File: config.mk
export PLATFORM = sky130hd
export DESIGN_NAME = ddr_pwrup_seq
export DESIGN_NICKNAME = d
export VERILOG_FILES = /design/src/rtl/ddr_pwrup_pkg.sv /design/src/rtl/ddr_pwrup_timer.sv /design/src/rtl/ddr_pwrup_lockctr.sv /design/src/rtl/ddr_pwrup_modeword.sv /design/src/rtl/ddr_pwrup_outstage.sv /design/src/rtl/ddr_pwrup_seq.sv
export SDC_FILE = /design/constraint.sdc
export NUM_CORES = 1
export LEC_CHECK = 0
export BUFFER_PORTS_ARGS = -buffer_cell sky130_fd_sc_hd__buf_2
export CAP_MARGIN = 25
export CORE_MARGIN = 2
export CORE_UTILIZATION = 60
export CTS_BUF_LIST = sky130_fd_sc_hd__clkbuf_4
export DETAILED_ROUTE_END_ITERATION = 6
export PLACE_DENSITY_LB_ADDON = 0.3
export REMOVE_ABC_BUFFERS = 1
export SETUP_SLACK_MARGIN = 0.15
export SYNTH_ARGS = -nofsm -noshare
export SYNTH_HDL_FRONTEND = slang
export SYNTH_SLANG_ARGS = --single-unit
File: constraint.sdc
create_clock -name clk -period 3.75 [get_ports clk]
set_input_delay 0.75 -clock clk [delete_from_list [all_inputs] [get_ports clk]]
set_output_delay 0.75 -clock clk [all_outputs]
set_load 0.02 [all_outputs]
File: src/rtl/ddr_pwrup_pkg.sv
`timescale 1ns/1ps
package ddr_pwrup_pkg;

   // command encoding {cs_n, ras_n, cas_n, we_n}
   typedef enum logic [3:0] {
      CMD_MRS = 4'b0000,
      CMD_REF = 4'b0001,
      CMD_PRE = 4'b0010,
      CMD_NOP = 4'b0111
   } cmd_e;

   typedef enum logic [3:0] {
      ST_STABLE,
      ST_CKE,
      ST_PRE_A,
      ST_EMRS,
      ST_MRS_DLLRST,
      ST_PRE_B,
      ST_REF_A,
      ST_REF_B,
      ST_MRS_RUN,
      ST_LOCK,
      ST_DONE
   } step_e;

   localparam int ALLBANK_BIT = 10;
   localparam int DLLRST_BIT  = 8;

   function automatic int max2(input int a, input int b);
      return (a > b) ? a : b;
   endfunction

endpackage

File: src/rtl/ddr_pwrup_timer.sv
`timescale 1ns/1ps
module ddr_pwrup_timer #(
   parameter int W       = 8,
   parameter int RST_VAL = 0
) (
   input  logic         clk,
   input  logic         rst_n,
   input  logic         load,
   input  logic [W-1:0] load_val,
   output logic         expired
);

   logic [W-1:0] cnt;

   always_ff @(posedge clk or negedge rst_n) begin
      if (!rst_n)          cnt <= W'(RST_VAL);
      else if (load)       cnt <= load_val;
      else if (cnt != '0)  cnt <= cnt - 1'b1;
   end

   assign expired = (cnt == '0);

endmodule

File: src/rtl/ddr_pwrup_lockctr.sv
`timescale 1ns/1ps
module ddr_pwrup_lockctr #(
   parameter int T_DLL = 200
) (
   input  logic clk,
   input  logic rst_n,
   input  logic start,
   output logic ready
);

   localparam int CW = $clog2(T_DLL + 1);

   logic [CW-1:0] cnt;
   logic          running;

   always_ff @(posedge clk or negedge rst_n) begin
      if (!rst_n) begin
         cnt     <= '0;
         running <= 1'b0;
      end else if (start) begin
         cnt     <= CW'(1);
         running <= 1'b1;
      end else if (running && cnt != CW'(T_DLL)) begin
         cnt     <= cnt + 1'b1;
      end
   end

   // true in the cycle whose closing edge completes the lock window
   assign ready = running && (cnt >= CW'(T_DLL - 1));

endmodule

File: src/rtl/ddr_pwrup_modeword.sv
`timescale 1ns/1ps
module ddr_pwrup_modeword
   import ddr_pwrup_pkg::*;
#(
   parameter int ROW_W = 12,
   parameter int BA_W  = 2
) (
   input  step_e            step,
   input  logic [1:0]       cfg_burst_len,
   input  logic             cfg_burst_ilv,
   input  logic [1:0]       cfg_cas_lat,
   input  logic             cfg_drv_weak,
   output cmd_e             cmd,
   output logic [BA_W-1:0]  ba,
   output logic [ROW_W-1:0] addr
);

   logic [2:0]       bl_code;
   logic [2:0]       cl_code;
   logic [ROW_W-1:0] mr_word;

   always_comb begin
      case (cfg_burst_len)
         2'd0:    bl_code = 3'b001;
         2'd1:    bl_code = 3'b010;
         default: bl_code = 3'b011;
      endcase
      case (cfg_cas_lat)
         2'd0:    cl_code = 3'b010;
         2'd1:    cl_code = 3'b110;
         default: cl_code = 3'b011;
      endcase
      mr_word      = '0;
      mr_word[2:0] = bl_code;
      mr_word[3]   = cfg_burst_ilv;
      mr_word[6:4] = cl_code;
   end

   always_comb begin
      cmd  = CMD_NOP;
      ba   = '0;
      addr = '0;
      case (step)
         ST_PRE_A, ST_PRE_B: begin
            cmd               = CMD_PRE;
            addr[ALLBANK_BIT] = 1'b1;
         end
         ST_EMRS: begin
            cmd     = CMD_MRS;
            ba      = BA_W'(1);
            addr[1] = cfg_drv_weak;
            addr[0] = 1'b0;
         end
         ST_MRS_DLLRST: begin
            cmd              = CMD_MRS;
            addr             = mr_word;
            addr[DLLRST_BIT] = 1'b1;
         end
         ST_REF_A, ST_REF_B: cmd = CMD_REF;
         ST_MRS_RUN: begin
            cmd  = CMD_MRS;
            addr = mr_word;
         end
         default: cmd = CMD_NOP;
      endcase
   end

endmodule

File: src/rtl/ddr_pwrup_outstage.sv
`timescale 1ns/1ps
module ddr_pwrup_outstage #(
   parameter int ROW_W   = 12,
   parameter int BA_W    = 2,
   parameter bit REG_OUT = 1'b1
) (
   input  logic             clk,
   input  logic             rst_n,
   input  logic [3:0]       cmd_i,
   input  logic             cke_i,
   input  logic [BA_W-1:0]  ba_i,
   input  logic [ROW_W-1:0] addr_i,
   input  logic             done_i,
   output logic [3:0]       cmd_o,
   output logic             cke_o,
   output logic [BA_W-1:0]  ba_o,
   output logic [ROW_W-1:0] addr_o,
   output logic             done_o
);

   generate
      if (REG_OUT) begin : g_reg
         always_ff @(posedge clk or negedge rst_n) begin
            if (!rst_n) begin
               cmd_o  <= 4'b0111;
               cke_o  <= 1'b0;
               ba_o   <= '0;
               addr_o <= '0;
               done_o <= 1'b0;
            end else begin
               cmd_o  <= cmd_i;
               cke_o  <= cke_i;
               ba_o   <= ba_i;
               addr_o <= addr_i;
               done_o <= done_i;
            end
         end
      end else begin : g_comb
         assign cmd_o  = cmd_i;
         assign cke_o  = cke_i;
         assign ba_o   = ba_i;
         assign addr_o = addr_i;
         assign done_o = done_i;
      end
   endgenerate

endmodule

File: src/rtl/ddr_pwrup_seq.sv
`timescale 1ns/1ps
module ddr_pwrup_seq
   import ddr_pwrup_pkg::*;
#(
   parameter int ROW_W     = 12,
   parameter int BA_W      = 2,
   parameter int T_STABLE  = 200,
   parameter int T_CKE_NOP = 1,
   parameter int T_RP      = 3,
   parameter int T_MRD     = 2,
   parameter int T_RFC     = 10,
   parameter int T_DLL     = 200,
   parameter bit REG_OUT   = 1'b1
) (
   input  logic             clk,
   input  logic             rst_n,
   input  logic [1:0]       cfg_burst_len,
   input  logic             cfg_burst_ilv,
   input  logic [1:0]       cfg_cas_lat,
   input  logic             cfg_drv_weak,
   output logic             cmd_cs_n,
   output logic             cmd_ras_n,
   output logic             cmd_cas_n,
   output logic             cmd_we_n,
   output logic             mem_cke,
   output logic [BA_W-1:0]  mem_ba,
   output logic [ROW_W-1:0] mem_addr,
   output logic             init_done
);

   localparam int MAX_GAP = max2(max2(T_STABLE, T_CKE_NOP),
                                 max2(max2(T_RP, T_MRD), T_RFC));
   localparam int TW      = $clog2(MAX_GAP + 1);

   generate
      if (ROW_W < 11)    begin : g_bad_row  $error("ROW_W must cover address bit 10"); end
      if (BA_W < 1)      begin : g_bad_ba   $error("BA_W must be at least 1"); end
      if (T_STABLE < 1)  begin : g_bad_stab $error("T_STABLE must be at least 1"); end
      if (T_CKE_NOP < 1) begin : g_bad_cke  $error("T_CKE_NOP must be at least 1"); end
      if (T_RP < 1)      begin : g_bad_rp   $error("T_RP must be at least 1"); end
      if (T_MRD < 2)     begin : g_bad_mrd  $error("T_MRD must be at least 2"); end
      if (T_RFC < 2)     begin : g_bad_rfc  $error("T_RFC must be at least 2"); end
      if (T_DLL < 2)     begin : g_bad_dll  $error("T_DLL must be at least 2"); end
   endgenerate

   step_e            st, st_nxt;
   logic             issue;
   logic             tmr_load, tmr_exp;
   logic [TW-1:0]    tmr_val;
   logic             lock_ready;
   step_e            word_step;
   cmd_e             word_cmd;
   logic [BA_W-1:0]  word_ba;
   logic [ROW_W-1:0] word_addr;

   function automatic int gap_of(input step_e s);
      case (s)
         ST_CKE:                        return T_CKE_NOP;
         ST_PRE_A, ST_PRE_B:            return T_RP;
         ST_EMRS, ST_MRS_DLLRST,
         ST_MRS_RUN:                    return T_MRD;
         ST_REF_A, ST_REF_B:            return T_RFC;
         default:                       return 1;
      endcase
   endfunction

   always_comb begin
      st_nxt = st;
      case (st)
         ST_STABLE:     if (tmr_exp) st_nxt = ST_CKE;
         ST_CKE:        if (tmr_exp) st_nxt = ST_PRE_A;
         ST_PRE_A:      if (tmr_exp) st_nxt = ST_EMRS;
         ST_EMRS:       if (tmr_exp) st_nxt = ST_MRS_DLLRST;
         ST_MRS_DLLRST: if (tmr_exp) st_nxt = ST_PRE_B;
         ST_PRE_B:      if (tmr_exp) st_nxt = ST_REF_A;
         ST_REF_A:      if (tmr_exp) st_nxt = ST_REF_B;
         ST_REF_B:      if (tmr_exp) st_nxt = ST_MRS_RUN;
         ST_MRS_RUN:    if (tmr_exp) st_nxt = lock_ready ? ST_DONE : ST_LOCK;
         ST_LOCK:       if (lock_ready) st_nxt = ST_DONE;
         default:       st_nxt = ST_DONE;
      endcase
   end

   assign tmr_load = (st_nxt != st);
   assign tmr_val  = TW'(gap_of(st_nxt) - 1);

   always_ff @(posedge clk or negedge rst_n) begin
      if (!rst_n) begin
         st    <= ST_STABLE;
         issue <= 1'b0;
      end else begin
         st    <= st_nxt;
         issue <= tmr_load;
      end
   end

   ddr_pwrup_timer #(
      .W       (TW),
      .RST_VAL (T_STABLE - 1)
   ) u_timer (
      .clk      (clk),
      .rst_n    (rst_n),
      .load     (tmr_load),
      .load_val (tmr_val),
      .expired  (tmr_exp)
   );

   ddr_pwrup_lockctr #(
      .T_DLL (T_DLL)
   ) u_lock (
      .clk   (clk),
      .rst_n (rst_n),
      .start (issue && (st == ST_MRS_DLLRST)),
      .ready (lock_ready)
   );

   // a command is shown only in the first cycle of its step
   assign word_step = issue ? st : ST_STABLE;

   ddr_pwrup_modeword #(
      .ROW_W (ROW_W),
      .BA_W  (BA_W)
   ) u_word (
      .step          (word_step),
      .cfg_burst_len (cfg_burst_len),
      .cfg_burst_ilv (cfg_burst_ilv),
      .cfg_cas_lat   (cfg_cas_lat),
      .cfg_drv_weak  (cfg_drv_weak),
      .cmd           (word_cmd),
      .ba            (word_ba),
      .addr          (word_addr)
   );

   logic [3:0] cmd_out;

   ddr_pwrup_outstage #(
      .ROW_W   (ROW_W),
      .BA_W    (BA_W),
      .REG_OUT (REG_OUT)
   ) u_out (
      .clk    (clk),
      .rst_n  (rst_n),
      .cmd_i  (word_cmd),
      .cke_i  (st != ST_STABLE),
      .ba_i   (word_ba),
      .addr_i (word_addr),
      .done_i (st == ST_DONE),
      .cmd_o  (cmd_out),
      .cke_o  (mem_cke),
      .ba_o   (mem_ba),
      .addr_o (mem_addr),
      .done_o (init_done)
   );

   assign {cmd_cs_n, cmd_ras_n, cmd_cas_n, cmd_we_n} = cmd_out;

endmodule

==> impl_metrics.env <==
export IMPL_synth_main_ff_cell="dfrtp_1"
export IMPL_drt_iter0_drc=103
export IMPL_io_buffers=21
export IMPL_dp_slack_ns=1.25
export IMPL_area_delta_synth_final_pct=12.1
export IMPL_vias=1420
export IMPL_hold_viol=0
export IMPL_synthDominantCellAreaShare=0.371
export IMPL_cts_root_buf="clkbuf_4"
export IMPL_power_density_mw_per_mm2=385
export IMPL_fin_nets=219
export IMPL_slew_headroom=0.486
export IMPL_synth_edf_count=0
export IMPL_antennaDiodeCount=0
export IMPL_drt_wirelength_per_cell_um=14.6
export IMPL_r2r_start="u_timer.cnt[0]$_DFFE_PN1P_"
export IMPL_synth_xor_area_frac=0.0371
export IMPL_dp_hpwl_um=2610
export IMPL_track_usage=0.225
export IMPL_cp_common_cell="ha_1"
export IMPL_viasPerCell=5.66
export IMPL_synth_adder_area_share=0.0331
export IMPL_yosysUniqueCellTypes=49
export IMPL_yosys_mux_area_fraction=0.0530
export IMPL_fin_total_pwr_uw=815
export IMPL_grt_pass1_wl_um=6050
export IMPL_cts_hold_buf=0
export IMPL_die_area_mm2=0.00361
export IMPL_status="complete, no violations"
export IMPL_overflow=0
export IMPL_cp_num_buf_inv=1
export IMPL_tritoncts_num_sinks=36
export IMPL_worstPathArrival_ns=2.82
export IMPL_synth_compound_area_frac=0.127
export IMPL_grt_max_degree=37
export IMPL_drive_above_1_share=0.227
export IMPL_utilization=0.699
export IMPL_io_pins=28
export IMPL_setup_ws_ns=1.21
export IMPL_setup_violations=0
export IMPL_die_h_um=60.1
export IMPL_synth_top_family_by_area="simple AND/OR/NAND/NOR gates"
export IMPL_ys_seq_area_frac=0.482
export IMPL_antenna_found_initial=0
export IMPL_cap_violations=0
export IMPL_cts_repair_resized=0
export IMPL_yosysTopAreaCell="dfrtp_1"
export IMPL_grt_pass1_vias=1334
export IMPL_crit_slowest_cell="nor4b_2"
export IMPL_htreeDepth=2
export IMPL_synth_area_mm2=0.00189
export IMPL_synth_area_leaders="dfrtp_1, dfstp_2, mux2i_1, ha_1, a21oi_1"
export IMPL_crit_family="adder cells"
export IMPL_die_w_um=60.1
export IMPL_syn_mean_instance_area_um2=10.2
export IMPL_synth_simple_area_share=0.208
export IMPL_cts_tree="yes"
export IMPL_start_util=0.624
export IMPL_dp_cells=243
export IMPL_drtPass1Iterations=4
export IMPL_drc_errors=0
export IMPL_cp_start_kind="register"
export IMPL_hold_class="input port to async pin"
export IMPL_cp_required_ns=4.03
export IMPL_fin_crit_ns=2.54
export IMPL_yosys_top_cells_count="dfrtp_1, nor2_1, a21oi_1, o21ai_0"
export IMPL_rsz0062_at_grt="no"
export IMPL_worstSkewPairLatency_ns=0.34
export IMPL_numCtsBuffers=5
export IMPL_fmax_mhz=393
export IMPL_fin_tns_setup_ns=0
export IMPL_synthArstFlopShare=1.00
export IMPL_vdd_drop_max_uv=286
export IMPL_route_antenna_remaining_nets=0
export IMPL_synthCells=186
export IMPL_instances_no_fill=251
export IMPL_critPathMaxFanout=8
export IMPL_slew_viol_final=0
export IMPL_endpoint_kind="register"
export IMPL_skew_ns=0.00940
export IMPL_yosys_warnings=0
export IMPL_crit_type="register to register"
export IMPL_ys_ff_latch=36
export IMPL_period_share=0.678
export IMPL_crit_chain="inv_1, ha_1, nor4b_2, a21oi_1, o21ai_0, nand2_1, ha_1, ha_1, mux2_4"
export IMPL_slowest_delay_ns=0.55
export IMPL_rows=20
export IMPL_synth_most_common_cell="dfrtp_1"
export IMPL_p_leak_uw=0.000971
export IMPL_gp_congestion=0.910
export IMPL_routed_wl_um=3670
export IMPL_path_clk_slew_ns=0.12
export IMPL_startpoint="u_timer.cnt[0]$_DFFE_PN1P_"
export IMPL_clockBufferDepth=2
export IMPL_fp_coreArea_mm2=0.00303
export IMPL_worst_pin_slew_ns=0.771
export IMPL_post_cts_setup_buffer_count=0
-- routing by layer --
layer	wire [µm]	up-vias	GRT usage
met5	0	-	0
met4	71	0	0.0794
met3	141	9	0.0606
met2	1870	36	0.362
met1	1590	695	0.289
li1	-	680	-
-- final timing paths --
path,endpoint,slack (ns),depth (start not counted)
hold / removal,u_out.addr_o[8]$_DFF_PN0_,0.46,1
setup / recovery,u_timer.cnt[6]$_DFFE_PN1P_,1.21,9
min in group clk,u_out.cmd_o[0]$_DFF_PN1_,0.54,1
hold reg to reg,u_out.cmd_o[0]$_DFF_PN1_,0.54,1
max in group asynchronous,u_lock.cnt[3]$_DFFE_PN0P_,2.80,1
setup reg to reg,u_timer.cnt[6]$_DFFE_PN1P_,1.21,9
-- area by class of cell --
cell class | instances | area [µm²]
fillers | 222 | 912
flip-flops and latches | 36 | 911
multi-input cells | 134 | 887
repair buffers | 21 | 105
clock inverters | 3 | 90.1
well taps | 44 | 55.1
clock buffers | 5 | 37.5
inverters | 8 | 30.0
-- per-stage QoR --
step,hold WS [ns],instance area (µm²)
after floorplan,0.453,1830
after global placement,0.494,1990
after detailed placement,0.537,1990
after CTS,0.481,2120
after global routing,0.511,2120
final,0.464,2120
-- cells by family (layout without fill, tap and decap cells) --
kind of cell,count (synthesis),after routing
other,1,6
DFF,36,36
AOI/OAI and AO/OA,39,39
muxes,9,9
buffers and inverters,21,37
adders and majority gates,5,5
and+or+nand+nor,67,67
xor gates and xnor gates,8,8
-- worst reg2reg max path, stage by stage, from the launching register on --
cell and delay [ns]:
dfstp_2 0.40, inv_1 0.07, ha_1 0.21, nor4b_2 0.55, a21oi_1 0.23, o21ai_0 0.26, nand2_1 0.08, ha_1 0.22
ha_1 0.20, mux2_4 0.25
-- layout by cell type, fill, tap and decap left out, types with 4 or more instances in the layout --
cell type	instances
nor2_1	13
xor2_1	4
buf_2	21
or3_1	4
clkbuf_4	5
o21ai_0	12
dfrtp_1	28
nand2b_1	7
nand3_1	8
ha_1	5
conb_1	6
dfstp_2	8
xnor2_1	4
inv_1	8
mux2i_1	7
a21oi_1	12
nand2_1	8
-- where the power goes --
part / total, µW / internal [µW] / switching (µW)
clock: 410 / 275 / 135
combinational: 16.8 / 2.93 / 13.9
sequential: 389 / 389 / 0
-- flip-flops by register name (all words and copies together) (netlist names) --
register	cells
u_lock.running	1
u_out.ba_o	1
u_out.done_o	1
u_out.cke_o	1
u_out.cmd_o	3
st	4
u_timer.cnt	8
issue	1
u_out.addr_o	8
u_lock.cnt	8
Note: power is estimated with default switching activity, not from simulation.
